`src/rtl/obc_pkg.sv`:
```
// Shared request encodings and the enforcement-style selector.
package obc_pkg;
    typedef enum logic [1:0] {
        KIND_DATA    = 2'b00,
        KIND_FETCH   = 2'b01,
        KIND_BARRIER = 2'b10,
        KIND_RSVD    = 2'b11
    } req_kind_e;

    typedef enum logic {
        STYLE_HOLD_GRANT = 1'b0,
        STYLE_HOLD_DONE  = 1'b1
    } style_e;
endpackage

```
`src/rtl/obc_outstanding_ctr.sv`:
```
// Outstanding data-transaction counter.
// Counts granted data tenures minus completion pulses. It never wraps: an
// increment at the maximum is assumed blocked upstream and is dropped here,
// and a decrement at zero is ignored. Provides the next-cycle zero flag.
module obc_outstanding_ctr #(
    parameter int CNT_W = 4
) (
    input  logic clk,
    input  logic rst_n,
    input  logic inc,
    input  logic dec,
    output logic full,
    output logic zero_next
);
    localparam logic [CNT_W-1:0] CNT_MAX = '1;

    logic [CNT_W-1:0] count_q;
    logic [CNT_W-1:0] count_d;

    // Next count: simultaneous inc and dec cancel; saturate at both ends.
    always_comb begin
        count_d = count_q;
        if (inc && !dec && count_q != CNT_MAX) begin
            count_d = count_q + 1'b1;
        end else if (dec && !inc && count_q != '0) begin
            count_d = count_q - 1'b1;
        end
    end

    // Count register.
    always_ff @(posedge clk) begin
        if (!rst_n) count_q <= '0;
        else        count_q <= count_d;
    end

    assign full      = (count_q == CNT_MAX);
    assign zero_next = (count_d == '0);

    AST_INC_DEC_HOLD: assert property (@(posedge clk) disable iff (!rst_n)
        (inc && dec) |=> (count_q == $past(count_q)));
    AST_NO_OVERFLOW: assert property (@(posedge clk) disable iff (!rst_n)
        full |-> !inc);
    AST_NO_UNDERFLOW: assert property (@(posedge clk) disable iff (!rst_n)
        (count_q == '0 && dec && !inc) |=> (count_q == '0));
endmodule

```
`src/rtl/obc_issue_gate.sv`:
```
// Request gating between the master queue and the arbiter.
// Decodes the head request kind, masks data while a barrier waits or the
// counter is full, lets fetches through and consumes barriers locally.
// Assumes one request at the head per cycle.
module obc_issue_gate
    import obc_pkg::*;
#(
    parameter style_e STYLE = STYLE_HOLD_GRANT
) (
    input  logic       req_valid,
    input  logic [1:0] req_kind,
    input  logic       busy,
    input  logic       full,
    input  logic       bus_gnt,
    output logic       bus_req,
    output logic       req_ready,
    output logic       data_acc,
    output logic       bar_acc,
    output logic       is_fetch
);
    logic is_bar;
    logic is_data;
    logic bar_ready;

    // Kind decode: anything not fetch or barrier is ordered as data.
    always_comb begin
        is_fetch = (req_kind == KIND_FETCH);
        is_bar   = (req_kind == KIND_BARRIER);
        is_data  = !is_fetch && !is_bar;
    end

    // Barrier acceptance rule picked by the enforcement style.
    if (STYLE == STYLE_HOLD_GRANT) begin : g_bar_grant
        assign bar_ready = 1'b1;
    end else begin : g_bar_done
        assign bar_ready = !busy;
    end

    // Forwarding and handshake back to the queue.
    always_comb begin
        bus_req   = req_valid && (is_fetch || (is_data && !busy && !full));
        data_acc  = bus_req && bus_gnt && is_data;
        bar_acc   = req_valid && is_bar && bar_ready;
        req_ready = is_bar ? bar_acc : (bus_req && bus_gnt);
    end
endmodule

```
`src/rtl/obc_barrier_track.sv`:
```
// Barrier wait tracker.
// Holds the busy flag from barrier acceptance until the outstanding count
// drains and produces the one-cycle completion pulse at the point the
// enforcement style defines.
module obc_barrier_track
    import obc_pkg::*;
#(
    parameter style_e STYLE = STYLE_HOLD_GRANT
) (
    input  logic clk,
    input  logic rst_n,
    input  logic bar_acc,
    input  logic zero_next,
    output logic busy,
    output logic done
);
    logic busy_q;
    logic busy_d;
    logic done_q;
    logic done_d;
    logic waiting;

    assign waiting = busy_q || bar_acc;

    // Busy holds while a barrier waits and the count is not yet drained.
    always_comb begin
        busy_d = waiting && !zero_next;
    end

    // Completion point per style.
    if (STYLE == STYLE_HOLD_GRANT) begin : g_done_grant
        assign done_d = bar_acc;
    end else begin : g_done_done
        assign done_d = waiting && zero_next;
    end

    // State registers.
    always_ff @(posedge clk) begin
        if (!rst_n) begin
            busy_q <= 1'b0;
            done_q <= 1'b0;
        end else begin
            busy_q <= busy_d;
            done_q <= done_d;
        end
    end

    assign busy = busy_q;
    assign done = done_q;

    AST_ZERO_CNT_DONE: assert property (@(posedge clk) disable iff (!rst_n)
        (bar_acc && !busy_q && zero_next) |=> (done_q && !busy_q));
    AST_BUSY_HOLDS: assert property (@(posedge clk) disable iff (!rst_n)
        (busy_q && !zero_next) |=> busy_q);

    if (STYLE == STYLE_HOLD_GRANT) begin : g_ast_grant
        AST_GRANT_DONE_NEXT: assert property (@(posedge clk) disable iff (!rst_n)
            bar_acc |=> done_q);
    end else begin : g_ast_done
        AST_NO_REACCEPT: assert property (@(posedge clk) disable iff (!rst_n)
            busy_q |-> !bar_acc);
    end
endmodule

```
`src/rtl/bus_order_barrier.sv`:
```
// Bus ordering barrier controller (top).
// Sits between one master's request queue and the arbiter. Data tenures
// granted before a barrier must complete before later data tenures are
// forwarded; fetches are exempt. STYLE selects whether the barrier's own
// completion or later grants are withheld. Assumes cpl_pulse fires once per
// completed data transaction and never for fetches.
module bus_order_barrier
    import obc_pkg::*;
#(
    parameter style_e STYLE = STYLE_HOLD_GRANT,
    parameter int     CNT_W = 4
) (
    input  logic       clk,
    input  logic       rst_n,
    input  logic       req_valid,
    input  logic [1:0] req_kind,
    output logic       req_ready,
    output logic       bus_req,
    input  logic       bus_gnt,
    input  logic       cpl_pulse,
    output logic       barrier_busy,
    output logic       barrier_done
);
    logic full;
    logic zero_next;
    logic data_acc;
    logic bar_acc;
    logic is_fetch;

    obc_issue_gate #(.STYLE(STYLE)) u_gate (
        .req_valid (req_valid),
        .req_kind  (req_kind),
        .busy      (barrier_busy),
        .full      (full),
        .bus_gnt   (bus_gnt),
        .bus_req   (bus_req),
        .req_ready (req_ready),
        .data_acc  (data_acc),
        .bar_acc   (bar_acc),
        .is_fetch  (is_fetch)
    );

    obc_outstanding_ctr #(.CNT_W(CNT_W)) u_ctr (
        .clk       (clk),
        .rst_n     (rst_n),
        .inc       (data_acc),
        .dec       (cpl_pulse),
        .full      (full),
        .zero_next (zero_next)
    );

    obc_barrier_track #(.STYLE(STYLE)) u_track (
        .clk       (clk),
        .rst_n     (rst_n),
        .bar_acc   (bar_acc),
        .zero_next (zero_next),
        .busy      (barrier_busy),
        .done      (barrier_done)
    );

    AST_BUSY_BLOCKS_DATA: assert property (@(posedge clk) disable iff (!rst_n)
        barrier_busy |-> !(bus_req && !is_fetch));
    AST_FETCH_PASS: assert property (@(posedge clk) disable iff (!rst_n)
        (req_valid && is_fetch) |-> bus_req);
    AST_BARRIER_OFF_BUS: assert property (@(posedge clk) disable iff (!rst_n)
        (req_kind == KIND_BARRIER) |-> !bus_req);
    AST_READY_NEEDS_VALID: assert property (@(posedge clk) disable iff (!rst_n)
        req_ready |-> req_valid);
endmodule

```
`config.mk`:
```
export PLATFORM = sky130hd
export DESIGN_NAME = bus_order_barrier
export DESIGN_NICKNAME = d
export VERILOG_FILES = /design/src/rtl/obc_pkg.sv /design/src/rtl/obc_outstanding_ctr.sv /design/src/rtl/obc_issue_gate.sv /design/src/rtl/obc_barrier_track.sv /design/src/rtl/bus_order_barrier.sv
export SDC_FILE = /design/constraint.sdc
export NUM_CORES = 1
export LEC_CHECK = 0
export ABC_AREA = 1
export ABC_CLOCK_PERIOD_IN_PS = 1700
export BUFFER_PORTS_ARGS = -buffer_cell sky130_fd_sc_hd__buf_2
export CELL_PAD_IN_SITES_DETAIL_PLACEMENT = 1
export CELL_PAD_IN_SITES_GLOBAL_PLACEMENT = 1
export CORE_ASPECT_RATIO = 1.2
export CORE_MARGIN = 2
export CORE_UTILIZATION = 31
export DETAILED_ROUTE_END_ITERATION = 10
export PLACE_DENSITY = 0.79
export SYNTH_ARGS = -nofsm -noshare
export SYNTH_HDL_FRONTEND = slang
export SYNTH_SLANG_ARGS = --single-unit
```
`constraint.sdc`:
```
create_clock -name clk -period 1.7 [get_ports clk]
set_clock_uncertainty 0.05 [all_clocks]
set_input_delay 0.34 -clock clk [delete_from_list [all_inputs] [get_ports clk]]
set_output_delay 0.34 -clock clk [all_outputs]
set_load 0.02 [all_outputs]
```
# Yosys cells after proc, flatten, opt, wreduce, memory -nomap -nowiden
# Cells that the tools add are included.
[totals]
elab_cells = 35
inputBits = 7
regBits = 6
out_inout_bits = 4
[op_classes]
addsub = 2
reduce_logical = 23
muxes = 3
n_eq_ne = 4
[op_table]
columns = ["operator", "count"]
rows = [
  ["$logic_and 1x1->1", 12],
  ["$mux 4", 2],
  ["$logic_not 1->1", 7],
  ["$add 4x1->4 const B", 1],
  ["$eq 4x4->1 const B", 1],
  ["$logic_not 4->1", 1],
  ["$ne 4x4->1 const B", 1],
  ["$reduce_bool 4->1", 1],
  ["$sub 4x1->4 const B", 1],
  ["$eq 2x1->1 const B", 1],
  ["$eq 2x2->1 const B", 1],
  ["$logic_or 1x1->1", 2],
  ["$mux 1", 1],
]

# Logic depth before layout (Yosys ltp)
[logic_depth]
word_depth = 17
depth_mapped = 14

# Modules after synthesis
# Synthesis repeated with hierarchy kept, for this count alone.
[unflattened]
hier_cells = 84
area_unflattened_um2 = 515.5
[by_module_without_submodules]
columns = ["mod", "instances", "area_each_um2", "cells_per_inst"]
rows = [
  ["obc_outstanding_ctr", 1, 366.6, 61],
  ["obc_issue_gate", 1, 86.3, 15],
  ["obc_barrier_track", 1, 62.6, 8],
]

# Least setup slack after synthesis
# Ideal clock, no wire load.
[synth_timing]
path_kind = "input-to-reg"
start = "in req_kind[0]"
end = "reg u_track.busy_q, in the netlist u_track.busy"
slack_ns = -0.160
arrival_ns = 1.693
stages = 13
n_path_buf = 0
cell_sequence = "inv_1 ha_1 inv_1 nor2_2 nand2_2 a21oi_4 nand4_2 nand2_1 nor2_1 nor2_2 nand2_1 nor2_1 nor2_1"
[synth_via]
elab_chain_cells = 17
[synth_lines]
columns = ["element", "line", "source"]
rows = [
  ["start, declared", "bus_order_barrier.sv:16", "input logic [1:0] req_kind,"],
  ["$eq 2x1->1 or $eq 2x2->1 (tied branches)", "obc_issue_gate.sv:27, obc_issue_gate.sv:28", ""],
  ["$logic_not 1->1", "obc_issue_gate.sv:29", "is_data = !is_fetch && !is_bar;"],
  ["$logic_and 1x1->1", "obc_issue_gate.sv:29", ""],
  ["$logic_and 1x1->1 (2 in a row)", "obc_issue_gate.sv:41", "bus_req = req_valid && (is_fetch || (is_data && !busy && !full));"],
  ["$logic_or 1x1->1 (*)", "obc_issue_gate.sv:41", ""],
  ["$logic_and 1x1->1 (*)", "obc_issue_gate.sv:41", ""],
  ["named net bus_req", "bus_order_barrier.sv:18", "output logic bus_req,"],
  ["$logic_and 1x1->1 (*) (2 in a row)", "obc_issue_gate.sv:42", "data_acc = bus_req && bus_gnt && is_data;"],
  ["$logic_not 1->1", "obc_outstanding_ctr.sv:25", "end else if (dec && !inc && count_q != '0) begin"],
  ["$logic_and 1x1->1 (2 in a row)", "obc_outstanding_ctr.sv:25", ""],
  ["$mux 4", "obc_outstanding_ctr.sv:25", ""],
  ["$mux 4 (*)", "obc_outstanding_ctr.sv:23", "if (inc && !dec && count_q != CNT_MAX) begin"],
  ["$logic_not 4->1 (*)", "obc_outstanding_ctr.sv:37", "assign zero_next = (count_d == '0);"],
  ["$logic_not 1->1 (*)", "obc_barrier_track.sv:27", "busy_d = waiting && !zero_next;"],
  ["$logic_and 1x1->1 (*)", "obc_barrier_track.sv:27", ""],
  ["end signal, assigned", "obc_barrier_track.sv:43", "busy_q <= busy_d;"],
  ["end, declared", "obc_barrier_track.sv:17", "logic busy_q;"],
]
# Mark *: on every way through the listed nets, which the timed path passes. The rest lies on a longest branch.
# A chain may end at the register's enable or synchronous reset.

# Worst setup path in the final report
[layout_timing]
start = "in req_kind[0]"
end = "reg u_track.busy_q, in the netlist u_track.busy"
[layout_via]
elab_chain_cells = 17
[layout_lines]
columns = ["element", "line"]
rows = [
  ["$eq 2x1->1 or $eq 2x2->1 (tied branches)", "obc_issue_gate.sv:27, obc_issue_gate.sv:28"],
  ["$logic_not 1->1", "obc_issue_gate.sv:29"],
  ["$logic_and 1x1->1", "obc_issue_gate.sv:29"],
  ["$logic_and 1x1->1 (2 in a row)", "obc_issue_gate.sv:41"],
  ["$logic_or 1x1->1", "obc_issue_gate.sv:41"],
  ["$logic_and 1x1->1", "obc_issue_gate.sv:41"],
  ["$logic_and 1x1->1 (2 in a row)", "obc_issue_gate.sv:42"],
  ["$logic_not 1->1", "obc_outstanding_ctr.sv:25"],
  ["$logic_and 1x1->1 (2 in a row)", "obc_outstanding_ctr.sv:25"],
  ["$mux 4", "obc_outstanding_ctr.sv:25"],
  ["$mux 4", "obc_outstanding_ctr.sv:23"],
  ["$logic_not 4->1", "obc_outstanding_ctr.sv:37"],
  ["$logic_not 1->1", "obc_barrier_track.sv:27"],
  ["$logic_and 1x1->1 (*)", "obc_barrier_track.sv:27"],
]
# Mark *: on every way between the ends. The rest lies on a longest branch, timed or not.

==> results.cfg <==
[clocking]
tritoncts = done
worstSkewPairLatency_ps = 240
htreeDepth = 1
path_clk_slew_ps = 40
cts_buffers = 3
clockBufferDepth = 2
cts_hold_buf = 0
clkSinkCount = 6
root_buffer = clkbuf_4

[global_route]
grt_start_max_net_pins = 8
antenna_found_initial = 0
track_usage_pct = 15.7
grt_first_pass_wirelength_um = 2110
first_global_vias = 568
grt_overflow = 0

[sta]
report.final.slew_viol_count = 0
min_period_over_period_pct = 101
setup_violations = 1
clock.fmax_ghz = 0.580
rsz0062_at_grt = true
worst_pin_slew_ps = 298
layout_min_cycle_time_ps = 1720
setup_ws_ps = -24.4
slew_headroom_pct = 80.1
hold_viol_final = 0
holdWs_ps = 343
fin_setup_tns_ps = -24.4

[setup_path]
required_ps = 1770
worstPathCellList = buf_8 > inv_4 > ha_4 > inv_4 > nor2_4 > nand2_4 > a21oi_4 > buf_6 > nand4_4 > clkinv_1 > nand2_1 > nand2_1 > nand2_1 > nor2_1 > nor2_1
cp-end-kind = register
worst-path-stages = 15
critPathArrivalTime_ps = 1800
path_delay_family = simple AND/OR/NAND/NOR gates
r2r-start = u_ctr.count_q[0]$_SDFF_PN0_
critPathMaxStageDelay_ps = 270
rr_worst_depth = 12
path_buf_inv = 5
cpMostUsedCell = nand2_1
startpoint_type = input port
critical_path_class = input port to register
startpoint = req_kind[0]
cp_max_fo = 7
critPathSlowestCell = ha_4

[floorplanning]
io_pins = 11
die_area_um2 = 1970
fp.dieH_um = 48.2
core-area_um2 = 1480
initial_core_util_pct = 34.0
dieWidth_um = 40.8
core.rowCount = 15

[pwr]
power_density_nw_per_um2 = 1540
p_leak_nw = 0.403
ir_worst_vdd_mv = 0.897

[synth]
yosysWarnings = 0
synth_top_cell_area_share_pct = 23.8
synth_cell_types = 19
synth-seq-cells = 6
ys_async_sr_fraction_pct = 0
synth_nets = 85
syn_area_per_cell_um2 = 6.81
seq_area_frac_synth_pct = 23.8
yosys.area.top_type = dfxtp_1
synth_edf_count = 0
synthTopCellsByArea = dfxtp_1, nand2_1, ha_1, inv_1, nor2_1
netlist_area_um2 = 504
postSynthCellCount = 74
ys.flop_type = dfxtp_1

[layout]
antenna_cells = 0
seq_area_um2 = 125
multi_input_area_um2 = 392
num-fill-cells = 187
nets = 113
final_cells = 117
layout-drive-gt1-share_pct = 48.0
syn2layout_area_growth_pct = 57.8

[placed_design]
numPortBuffers = 10
place_inst = 109
dp_hpwl_um = 1060
gp_congestion = 0.764

[min_path]
hp-start = rst_n
hold_path_class = input port to register
hold_path_depth = 3

[run]
cap_viol_max_count = 0

[routing]
routed_wl_um = 1440
ant_nets = 0
drt_iter0_drc = 4
drc = 0
vias = 555
via_per_inst = 4.74
firstDrtPassIters = 4
wire_per_inst_um = 12.3

[run_status]
violations = negative setup slack
status = complete, but fails checks
## power by group
part | internal [W] | total (W) | switching (W) | leakage, nW
logic | 0.000411 | 0.000835 | 0.000424 | 0.339
clock network | 0.0000794 | 0.000124 | 0.0000449 | 0.0138
registers | 0.000200 | 0.000267 | 0.0000673 | 0.0502
## layer usage
metal / GRT usage [%] / wire length, um / up-vias / part of all wire (%)
met1: 15.2 / 572 / 264 / 40
met4: 0.667 / 0 / 0 / 0
met5: 0 / 0 / - / 0
met2: 32.8 / 837 / 10 / 58
met3: 4.11 / 28 / 0 / 1.9
li1: - / - / 281 / -
## worst reg2reg max path: cells and delay by family, from the launching register on
family | cells | cell delay, ps
and+or+nand+nor | 8 | 650
adders and majority gates | 1 | 160
buffers and inverters | 2 | 230
AOI/OAI and AO/OA | 1 | 150
DFF | 1 | 350
## Yosys cell counts (2+ instances only)
cell type   n
a21oi_1     2
dfxtp_1     6
ha_1        4
inv_1      12
nand2_1    17
nand2_2     2
nand3_1     6
nand3_2     2
nand4_2     2
nor2_1      9
nor2_2      2
xnor2_1     2
xor2_1      2
## final timing paths
path / endpoint / slack, ps
setup / recovery: u_track.busy$_SDFF_PN0_ / -20
setup reg to reg: u_track.busy$_SDFF_PN0_ / -20
hold reg to reg: u_track.busy$_SDFF_PN0_ / 620
hold / removal: u_track.busy$_SDFF_PN0_ / 340
## cells by family (layout without fill, tap and decap cells)
kind of cell	count (synthesis)	count (layout)	synth area share, %
simple gates	41	41	40.2
xor+xnor	4	4	6.95
compound gates	5	5	7.94
fa+ha+maj	4	4	9.93
buf+inv	14	40	11.2
flops	6	6	23.8
## placed cells by master, fill, tap and decap left out
master,n
a21oi_1,2
nand2_2,5
nand3_2,1
nand4_4,1
xnor2_1,2
dfxtp_4,1
nand4_2,1
nand3_1,6
nor2_4,1
dfxtp_1,4
buf_4,13
a21oi_2,1
dfxtp_2,1
clkbuf_4,3
inv_1,10
buf_2,7
o21ai_0,1
inv_4,2
nand2_4,1
buf_8,1
buf_6,3
nor3_1,1
nor2_2,2
ha_4,2
clkinv_1,1
ha_1,2
a21oi_4,1
nand3_4,1
xor2_1,2
nand2_1,13
nor2_1,8
## state kept, by name (all words and copies together), names as in the netlist
signal         flops
u_track.done       1
u_track.busy       1
u_ctr.count_q      4
## metrics by stage
stage	power, W	util (%)	cell area (um^2)	setup slack [ps]
detailed placement	0.000965	44.6	662	-265
floorplan	0.000707	-	531	-87.4
finish	0.00123	53.7	796	-24.4
CTS	0.00117	50.6	751	-21.3
global route	0.00134	53.7	796	-140
global placement	0.000936	44.6	662	-216
## cell type report
type                            instances  area share [%]
Tap cell                               17            2.67
Clock buffer                            3            2.83
Inverter                               13            6.76
Timing Repair Buffer                   24            22.8
Multi-Input combinational cell         54            49.2
Sequential cell                         6            15.7
## repair_timing
item / 4_1_cts / 5_1_grt
gates resized for setup: 9 / 10
setup endpoints to repair: 4 / 5
pin swaps: 3 / 3
buffers inserted: 4 / 1
Power figures use the tool's default switching activity.
